File: config.mk
export PLATFORM = sky130hd
export DESIGN_NAME = fault_lockout_sup
export DESIGN_NICKNAME = d
export VERILOG_FILES = /design/src/rtl/fls_pkg.sv /design/src/rtl/fls_tick.sv /design/src/rtl/fls_persist.sv /design/src/rtl/fls_qualify.sv /design/src/rtl/fault_lockout_sup.sv
export SDC_FILE = /design/constraint.sdc
export NUM_CORES = 1
export LEC_CHECK = 0
export CAP_MARGIN = 20
export CELL_PAD_IN_SITES_DETAIL_PLACEMENT = 0
export CELL_PAD_IN_SITES_GLOBAL_PLACEMENT = 1
export CORE_MARGIN = 5
export CORE_UTILIZATION = 29
export DETAILED_ROUTE_END_ITERATION = 10
export PLACE_DENSITY_LB_ADDON = 0.05
export SLEW_MARGIN = 20
export SYNTH_ARGS = -nofsm -noshare
export SYNTH_HDL_FRONTEND = slang
export SYNTH_HIERARCHICAL = 1
export SYNTH_SLANG_ARGS = --single-unit
File: constraint.sdc
create_clock -name clk -period 3 [get_ports clk]
set_clock_uncertainty 0.05 [all_clocks]
set_input_delay 0.6 -clock clk [delete_from_list [all_inputs] [get_ports clk]]
set_output_delay 0.6 -clock clk [all_outputs]
set_load 0.05 [all_outputs]
File: src/rtl/fls_pkg.sv
// Package fls_pkg
// Shared types for the fault lockout supervisor: the cause code and the
// decode of the counter limit select. Assumes a 4-bit counter.
package fls_pkg;

    localparam int CNT_W = 4;

    typedef enum logic [2:0] {
        CAUSE_NONE    = 3'd0,
        CAUSE_OV      = 3'd1,
        CAUSE_THERM   = 3'd2,
        CAUSE_COUNT   = 3'd3,
        CAUSE_RSTLOW  = 3'd4,
        CAUSE_UVSTART = 3'd5
    } cause_t;

    // Map the 2-bit select onto the counter limit.
    function automatic logic [CNT_W-1:0] lim_decode(input logic [1:0] sel);
        case (sel)
            2'd0:    lim_decode = CNT_W'(2);
            2'd1:    lim_decode = CNT_W'(6);
            2'd2:    lim_decode = CNT_W'(8);
            default: lim_decode = CNT_W'(12);
        endcase
    endfunction

endpackage

File: src/rtl/fls_tick.sv
// Module fls_tick
// Free-running prescaler. It emits a one-cycle tick every DIV clocks and is
// shared by all slow timers. Assumes DIV >= 1.
module fls_tick #(
    parameter int DIV = 40000
) (
    input  logic clk,
    input  logic rst_n,
    output logic tick
);
    localparam int PW = (DIV > 1) ? $clog2(DIV) : 1;
    localparam logic [PW-1:0] LAST = PW'(DIV - 1);

    logic [PW-1:0] pcnt;

    // Count the clock cycles of one tick period.
    always_ff @(posedge clk) begin
        if (!rst_n)          pcnt <= '0;
        else if (pcnt == LAST) pcnt <= '0;
        else                 pcnt <= pcnt + PW'(1);
    end

    assign tick = (pcnt == LAST);

    assert_tick_range_R3: assert property (@(posedge clk) disable iff (!rst_n)
        pcnt <= LAST);

endmodule

File: src/rtl/fls_persist.sv
// Module fls_persist
// Persistence timer. It counts ticks while cond is high and clears as soon as
// cond drops. done is high while cond is high and TICKS ticks have been
// counted. Assumes TICKS >= 1.
module fls_persist #(
    parameter int TICKS = 8
) (
    input  logic clk,
    input  logic rst_n,
    input  logic tick,
    input  logic cond,
    output logic done
);
    localparam int TW = $clog2(TICKS + 1);
    localparam logic [TW-1:0] FULL = TW'(TICKS);

    logic [TW-1:0] tcnt;

    // Accumulate ticks while the condition persists, clear on its drop.
    always_ff @(posedge clk) begin
        if (!rst_n)                    tcnt <= '0;
        else if (!cond)                tcnt <= '0;
        else if (tick && tcnt != FULL) tcnt <= tcnt + TW'(1);
    end

    assign done = cond && (tcnt == FULL);

    assert_tmr_bound_R8: assert property (@(posedge clk) disable iff (!rst_n)
        tcnt <= FULL);

    // the count only steps up by one, holds, or restarts at zero.
    assert_tmr_step_R9: assert property (@(posedge clk) disable iff (!rst_n)
        1'b1 |=> (tcnt == '0 || tcnt == $past(tcnt) || tcnt == $past(tcnt) + TW'(1)));

endmodule

File: src/rtl/fls_qualify.sv
// Module fls_qualify
// Fault qualification. A source qualifies only when both of its reactions are
// enabled. A watchdog overflow qualifies while the fail-safe output is active.
// bump pulses on any rising qualified event, and again every RECHK_TICKS ticks
// while some qualified event persists. Assumes RECHK_TICKS >= 2.
module fls_qualify #(
    parameter int NSRC        = 31,
    parameter int RECHK_TICKS = 2
) (
    input  logic            clk,
    input  logic            rst_n,
    input  logic            tick,
    input  logic [NSRC-1:0] src,
    input  logic [NSRC-1:0] en_rst,
    input  logic [NSRC-1:0] en_safe,
    input  logic            wd_ovf,
    input  logic            safe_act,
    output logic            bump,
    output logic            any_live
);
    localparam int NQ = NSRC + 1;
    localparam int RW = $clog2(RECHK_TICKS + 1);
    localparam logic [RW-1:0] CLAST = RW'(RECHK_TICKS - 1);

    logic [NQ-1:0] live;
    logic [NQ-1:0] live_q;
    logic [NQ-1:0] fresh;
    logic          rise;
    logic          recheck;
    logic [RW-1:0] chk;

    genvar gi;
    generate
        for (gi = 0; gi < NSRC; gi++) begin : g_src
            assign live[gi] = src[gi] & en_rst[gi] & en_safe[gi];
        end
    endgenerate
    assign live[NSRC] = wd_ovf & safe_act;

    // Remember last cycle's qualified set for edge detection.
    always_ff @(posedge clk) begin
        if (!rst_n) live_q <= '0;
        else        live_q <= live;
    end

    assign fresh    = live & ~live_q;
    assign rise     = |fresh;
    assign any_live = |live;
    assign recheck  = any_live && !rise && tick && (chk == CLAST);

    // Recheck interval counter, restarted by a rise or by no fault.
    always_ff @(posedge clk) begin
        if (!rst_n)                 chk <= '0;
        else if (!any_live || rise) chk <= '0;
        else if (tick)              chk <= (chk == CLAST) ? '0 : chk + RW'(1);
    end

    assign bump = rise | recheck;

    assert_chk_bound_R3: assert property (@(posedge clk) disable iff (!rst_n)
        chk <= CLAST);

    // a rise always leaves the interval counter restarted.
    assert_rise_restart_R2: assert property (@(posedge clk) disable iff (!rst_n)
        rise |=> chk == '0);

endmodule

File: src/rtl/fault_lockout_sup.sv
// Module fault_lockout_sup
// Top of the fault supervisor. It holds the saturating 4-bit fault counter,
// compares it against the selected limit, runs the two persistence timers and
// latches the lockout with its first cause. Assumes a synchronous power-on
// reset. The latch is cleared only by that reset.
module fault_lockout_sup
    import fls_pkg::*;
#(
    parameter int NSRC         = 31,
    parameter int TICK_DIV     = 40000,
    parameter int RSTLOW_TICKS = 8000,
    parameter int UV_TICKS     = 5,
    parameter int RECHK_TICKS  = 2
) (
    input  logic             clk,
    input  logic             rst_n,
    input  logic [NSRC-1:0]  flt_src,
    input  logic [NSRC-1:0]  flt_rst_en,
    input  logic [NSRC-1:0]  flt_safe_en,
    input  logic             wd_ovf,
    input  logic             safe_act,
    input  logic             mcu_rst_line,
    input  logic             pre_ov,
    input  logic             pre_uv,
    input  logic             pre_start,
    input  logic             therm_sd,
    input  logic             cfg_therm_lock,
    input  logic [1:0]       lim_sel,
    output logic [CNT_W-1:0] fault_count,
    output logic             lock_out,
    output logic [2:0]       lock_cause
);
    localparam logic [CNT_W-1:0] CNT_MAX = {CNT_W{1'b1}};

    logic             tick;
    logic             bump;
    logic             any_live;
    logic             rstlow_done;
    logic             uv_done;
    logic [CNT_W-1:0] cnt;
    logic [CNT_W-1:0] lim;
    logic             hit_count;
    logic             hit_therm;
    cause_t           cause_q;
    cause_t           cause_next;
    logic             lock_q;

    fls_tick #(.DIV(TICK_DIV)) u_tick (
        .clk   (clk),
        .rst_n (rst_n),
        .tick  (tick)
    );

    fls_qualify #(.NSRC(NSRC), .RECHK_TICKS(RECHK_TICKS)) u_qual (
        .clk      (clk),
        .rst_n    (rst_n),
        .tick     (tick),
        .src      (flt_src),
        .en_rst   (flt_rst_en),
        .en_safe  (flt_safe_en),
        .wd_ovf   (wd_ovf),
        .safe_act (safe_act),
        .bump     (bump),
        .any_live (any_live)
    );

    fls_persist #(.TICKS(RSTLOW_TICKS)) u_rstlow (
        .clk   (clk),
        .rst_n (rst_n),
        .tick  (tick),
        .cond  (!mcu_rst_line),
        .done  (rstlow_done)
    );

    fls_persist #(.TICKS(UV_TICKS)) u_uvstart (
        .clk   (clk),
        .rst_n (rst_n),
        .tick  (tick),
        .cond  (pre_uv && pre_start),
        .done  (uv_done)
    );

    // Saturating fault counter stepped by qualified events.
    always_ff @(posedge clk) begin
        if (!rst_n)                   cnt <= '0;
        else if (bump && cnt != CNT_MAX) cnt <= cnt + CNT_W'(1);
    end

    assign lim       = lim_decode(lim_sel);
    assign hit_count = (cnt == lim);
    assign hit_therm = therm_sd && cfg_therm_lock;

    // Pick the cause by fixed priority, lowest code first.
    always_comb begin
        if (pre_ov)           cause_next = CAUSE_OV;
        else if (hit_therm)   cause_next = CAUSE_THERM;
        else if (hit_count)   cause_next = CAUSE_COUNT;
        else if (rstlow_done) cause_next = CAUSE_RSTLOW;
        else if (uv_done)     cause_next = CAUSE_UVSTART;
        else                  cause_next = CAUSE_NONE;
    end

    // Latch the first cause and hold it until power-on reset.
    always_ff @(posedge clk) begin
        if (!rst_n) begin
            lock_q  <= 1'b0;
            cause_q <= CAUSE_NONE;
        end else if (!lock_q && cause_next != CAUSE_NONE) begin
            lock_q  <= 1'b1;
            cause_q <= cause_next;
        end
    end

    assign fault_count = cnt;
    assign lock_out    = lock_q;
    assign lock_cause  = cause_q;

    // the counter only moves after a qualified event was present.
    assert_step_needs_fault_R1: assert property (@(posedge clk) disable iff (!rst_n)
        1'b1 |=> (cnt == $past(cnt) || $past(any_live)));

    assert_count_step_R2: assert property (@(posedge clk) disable iff (!rst_n)
        1'b1 |=> (cnt == $past(cnt) || cnt == $past(cnt) + CNT_W'(1)));

    assert_no_wrap_R4: assert property (@(posedge clk) disable iff (!rst_n)
        cnt == CNT_MAX |=> cnt == CNT_MAX);

    assert_limit_lock_R5: assert property (@(posedge clk) disable iff (!rst_n)
        hit_count |=> lock_out);

    assert_ov_lock_R6: assert property (@(posedge clk) disable iff (!rst_n)
        pre_ov |=> lock_out);

    assert_therm_lock_R7: assert property (@(posedge clk) disable iff (!rst_n)
        hit_therm |=> lock_out);

    assert_latch_hold_R10: assert property (@(posedge clk) disable iff (!rst_n)
        lock_out |=> (lock_out && $stable(lock_cause)));

    assert_cause_valid_R10: assert property (@(posedge clk) disable iff (!rst_n)
        lock_out == (lock_cause != 3'd0));

endmodule

==> impl_metrics.csv <==
group,metric,value,unit
status,status,"complete, no violations",
floorplanning,core,0.0113,sq mm
logic_synthesis,syn-instance-count,373,
logic_synthesis,synth.area.top_cells,"dfxtp_1, nor2_1, nand3_1",
clock_network,cts-hold-fix-buffers,0,
critical_path,crit_arrival,2.49,ns
sta,tns,0,ns
placed_design,portBuffers,112,
clock_network,clockBufferDepth,2,
clock_network,cts-root-buf,"clkbuf_16",
critical_path,max_stage_delay,0.49,ns
global_routing,grt_pass1_wl,14600,microns
finish,antenna_cells,0,
floorplanning,dieArea,0.0136,sq mm
critical_path,path_class,"in -> reg",
placed_design,placed_area,0.00459,sq mm
global_routing,grt_pass1_vias,3098,
logic_synthesis,synth.area.mux_share,0.911,%
sta,clock.fmax,431,MHz
routing,first_iter_violations,86,
logic_synthesis,ys_ff_latch,74,
clock_network,clk_latency,0.33,ns
floorplanning,fp.dieH,117,microns
worst_hold_path,hold_class,"reg -> reg",
critical_path,cp_max_fo,4,
logic_synthesis,synth-compound-area-share,8.50,%
power_and_ir_drop,power,2550,uW
power_and_ir_drop,peakVddDrop,262,uV
critical_path,end_kind,"flop",
clock_network,cts_sinks,74,
sta,period_needed,2.32,ns
sta,rsz0062_at_grt,"no",
sta,finalSetupViolCount,0,
routing,wire_per_inst,13.6,microns
clock_network,path_clk_slew,0.06,ns
logic_synthesis,syn-cell-area,0.00330,sq mm
floorplanning,row_count,39,
global_routing,grt_overflow,0,
clock_network,cts_tree,"done",
routing,drc_errors,0,
routing,wl,8750,microns
clock_network,numCtsBuffers,9,
floorplanning,ioPinCount,113,
finish,fin_area,0.00493,sq mm
finish,final_common_cell,"clkdlybuf4s50_1",
placed_design,dp_hpwl,6940,microns
placed_design,gp_congestion,0.728,
finish,drive_above_1_share,6.83,%
finish,fillCellCount,1145,
routing,antenna_left,0,
logic_synthesis,synth-xor-area-share,7.17,%
logic_synthesis,synth_top_family_by_area,"simple AND/OR/NAND/NOR gates",
floorplanning,die_w,117,microns
logic_synthesis,synth-simple-area-share,33.9,%
worst_hold_path,holdPathStages,2,
clock_network,cts_setup_buffers,0,
clock_network,post_cts_resized,0,
global_routing,track_usage,13.6,%
sta,finalCritPeriodShare,77.3,%
critical_path,worstPathRequired,3.17,ns
finish,syn_to_final_growth,49.7,%
logic_synthesis,synth_top_area_share,44.9,%
critical_path,cp-start-kind,"primary input",
routing,drtPass1Iterations,4,
finish,fin_nets,605,
global_routing,antenna_found_initial,0,
sta,worstMarginPinSlew,0.661,ns
finish,layout_common_cells,"clkdlybuf4s50_1, dfxtp_1, nor2_1",
critical_path,crit_top_cell,"nand2_1",
power_and_ir_drop,p_leak,0.00174,uW
clock_network,h-tree-depth,3,
sta,worst_hold_slack,0.406,ns
routing,viasPerCell,4.77,
logic_synthesis,synth.largest_area_cell,"dfxtp_1",
critical_path,crit_chain,"clkdlybuf4s50_1 -> nand3_1 -> nand4_1 -> nor4_1 -> nand2_1 -> a21o_1 -> nand2_1 -> xnor2_1 -> and2_1",
sta,relSlewSlack,55.9,%
sta,slew_viol_final,0,
global_routing,grt_max_degree,33,
logic_synthesis,synth_cell_type_count,46,
logic_synthesis,postSynthAreaPerCell,8.84,sq um
job,max_cap_violations,0,
logic_synthesis,yosysSeqAreaShare,44.9,%
critical_path,slowest_stage,"nor4_1",
critical_path,rr_worst_depth,10,
power_and_ir_drop,p_per_area,517,mW/mm^2
logic_synthesis,syn_nets,484,
logic_synthesis,yosysWarnings,6,
sta,hold_viol,0,
floorplanning,start_util,29.2,%
logic_synthesis,synth_fa_ha_area_share,2.28,%
routing,vias,3060,
stage by stage:
step           cells  util, %  setup WS (ns)
2_1_floorplan    373        -          0.575
3_3_place_gp     626     40.7          0.361
3_5_place_dp     626     40.7          0.391
4_1_cts          641     43.8          0.706
5_1_grt          641     43.8          0.517
6_report         641     43.8          0.680
metal layers:
metal	up-vias	wire (microns)	global-route usage, %
met5	-	0	0
met4	0	151	5.28
met3	11	510	3.16
met2	64	4140	23.3
met1	1394	3940	16.7
li1	1591	-	-
kinds of logic after synthesis:
kind of cell / count (synthesis)
compound gates: 36
xor+xnor: 27
fa+ha+maj: 6
buf+inv: 18
flops: 74
mux: 3
simple gates: 209
final timing paths:
path,start,endpoint,slack [ns]
max reg2reg,u_tick/pcnt[7],fault_count[2],0.88
max,flt_src[24],fault_count[0],0.68
min reg2reg,u_qual/chk[1],u_qual/chk[1],0.41
min,u_qual/chk[1],u_qual/chk[1],0.41
power breakdown:
part	total, uW	switching [uW]	internal (uW)
combinational	298	122	176
sequential	1020	16.0	1010
clock	1230	405	829
cell usage after synthesis, drive strengths merged:
master,number
dfxtp,74
nor2,66
nand3,49
xnor2,22
nand2,18
nand4,18
nor3,15
inv,13
nand4b,13
nor4,9
o22ai,8
a21oi,6
ha,6
and2,5
o2111ai,5
xor2,5
and3,4
clkbuf,4
o21ai,4
a21boi,3
mux2i,3
nand3b,3
a31oi,2
nor3b,2
o31ai,2
or3,2
a211o,1
a21o,1
a31o,1
and3b,1
and4b,1
buf,1
nor2b,1
nor4b,1
o211ai,1
o21a,1
o2bb2ai,1
or4,1
final cells by class:
cell class / instances / area [sq um] / share of cell area [%]
inverters: 13 / 48.8 / 0.989
clock inverters: 5 / 103 / 2.08
flip-flops and latches: 74 / 1480 / 30.0
well taps: 143 / 179 / 3.63
clock buffers: 10 / 239 / 4.84
multi-input cells: 281 / 1740 / 35.3
repair buffers: 115 / 1140 / 23.2
state kept, by name, indices dropped and copies added, names as in the netlist:
| register | flops |
|---|---|
| u_qual/live_q | 32 |
| u_tick/pcnt | 16 |
| u_rstlow/tcnt | 13 |
| fault_count | 4 |
| lock_cause | 3 |
| u_uvstart/tcnt | 3 |
| u_qual/chk | 2 |
| lock_out | 1 |
worst max-delay path, delay by kind of cell:
kind,cells,cell delay [ns]
and+or+nand+nor,6,1.19
buffers and inverters,1,0.40
AOI/OAI and AO/OA,1,0.23
xor gates and xnor gates,1,0.06
(Power assumes the default switching activity.)
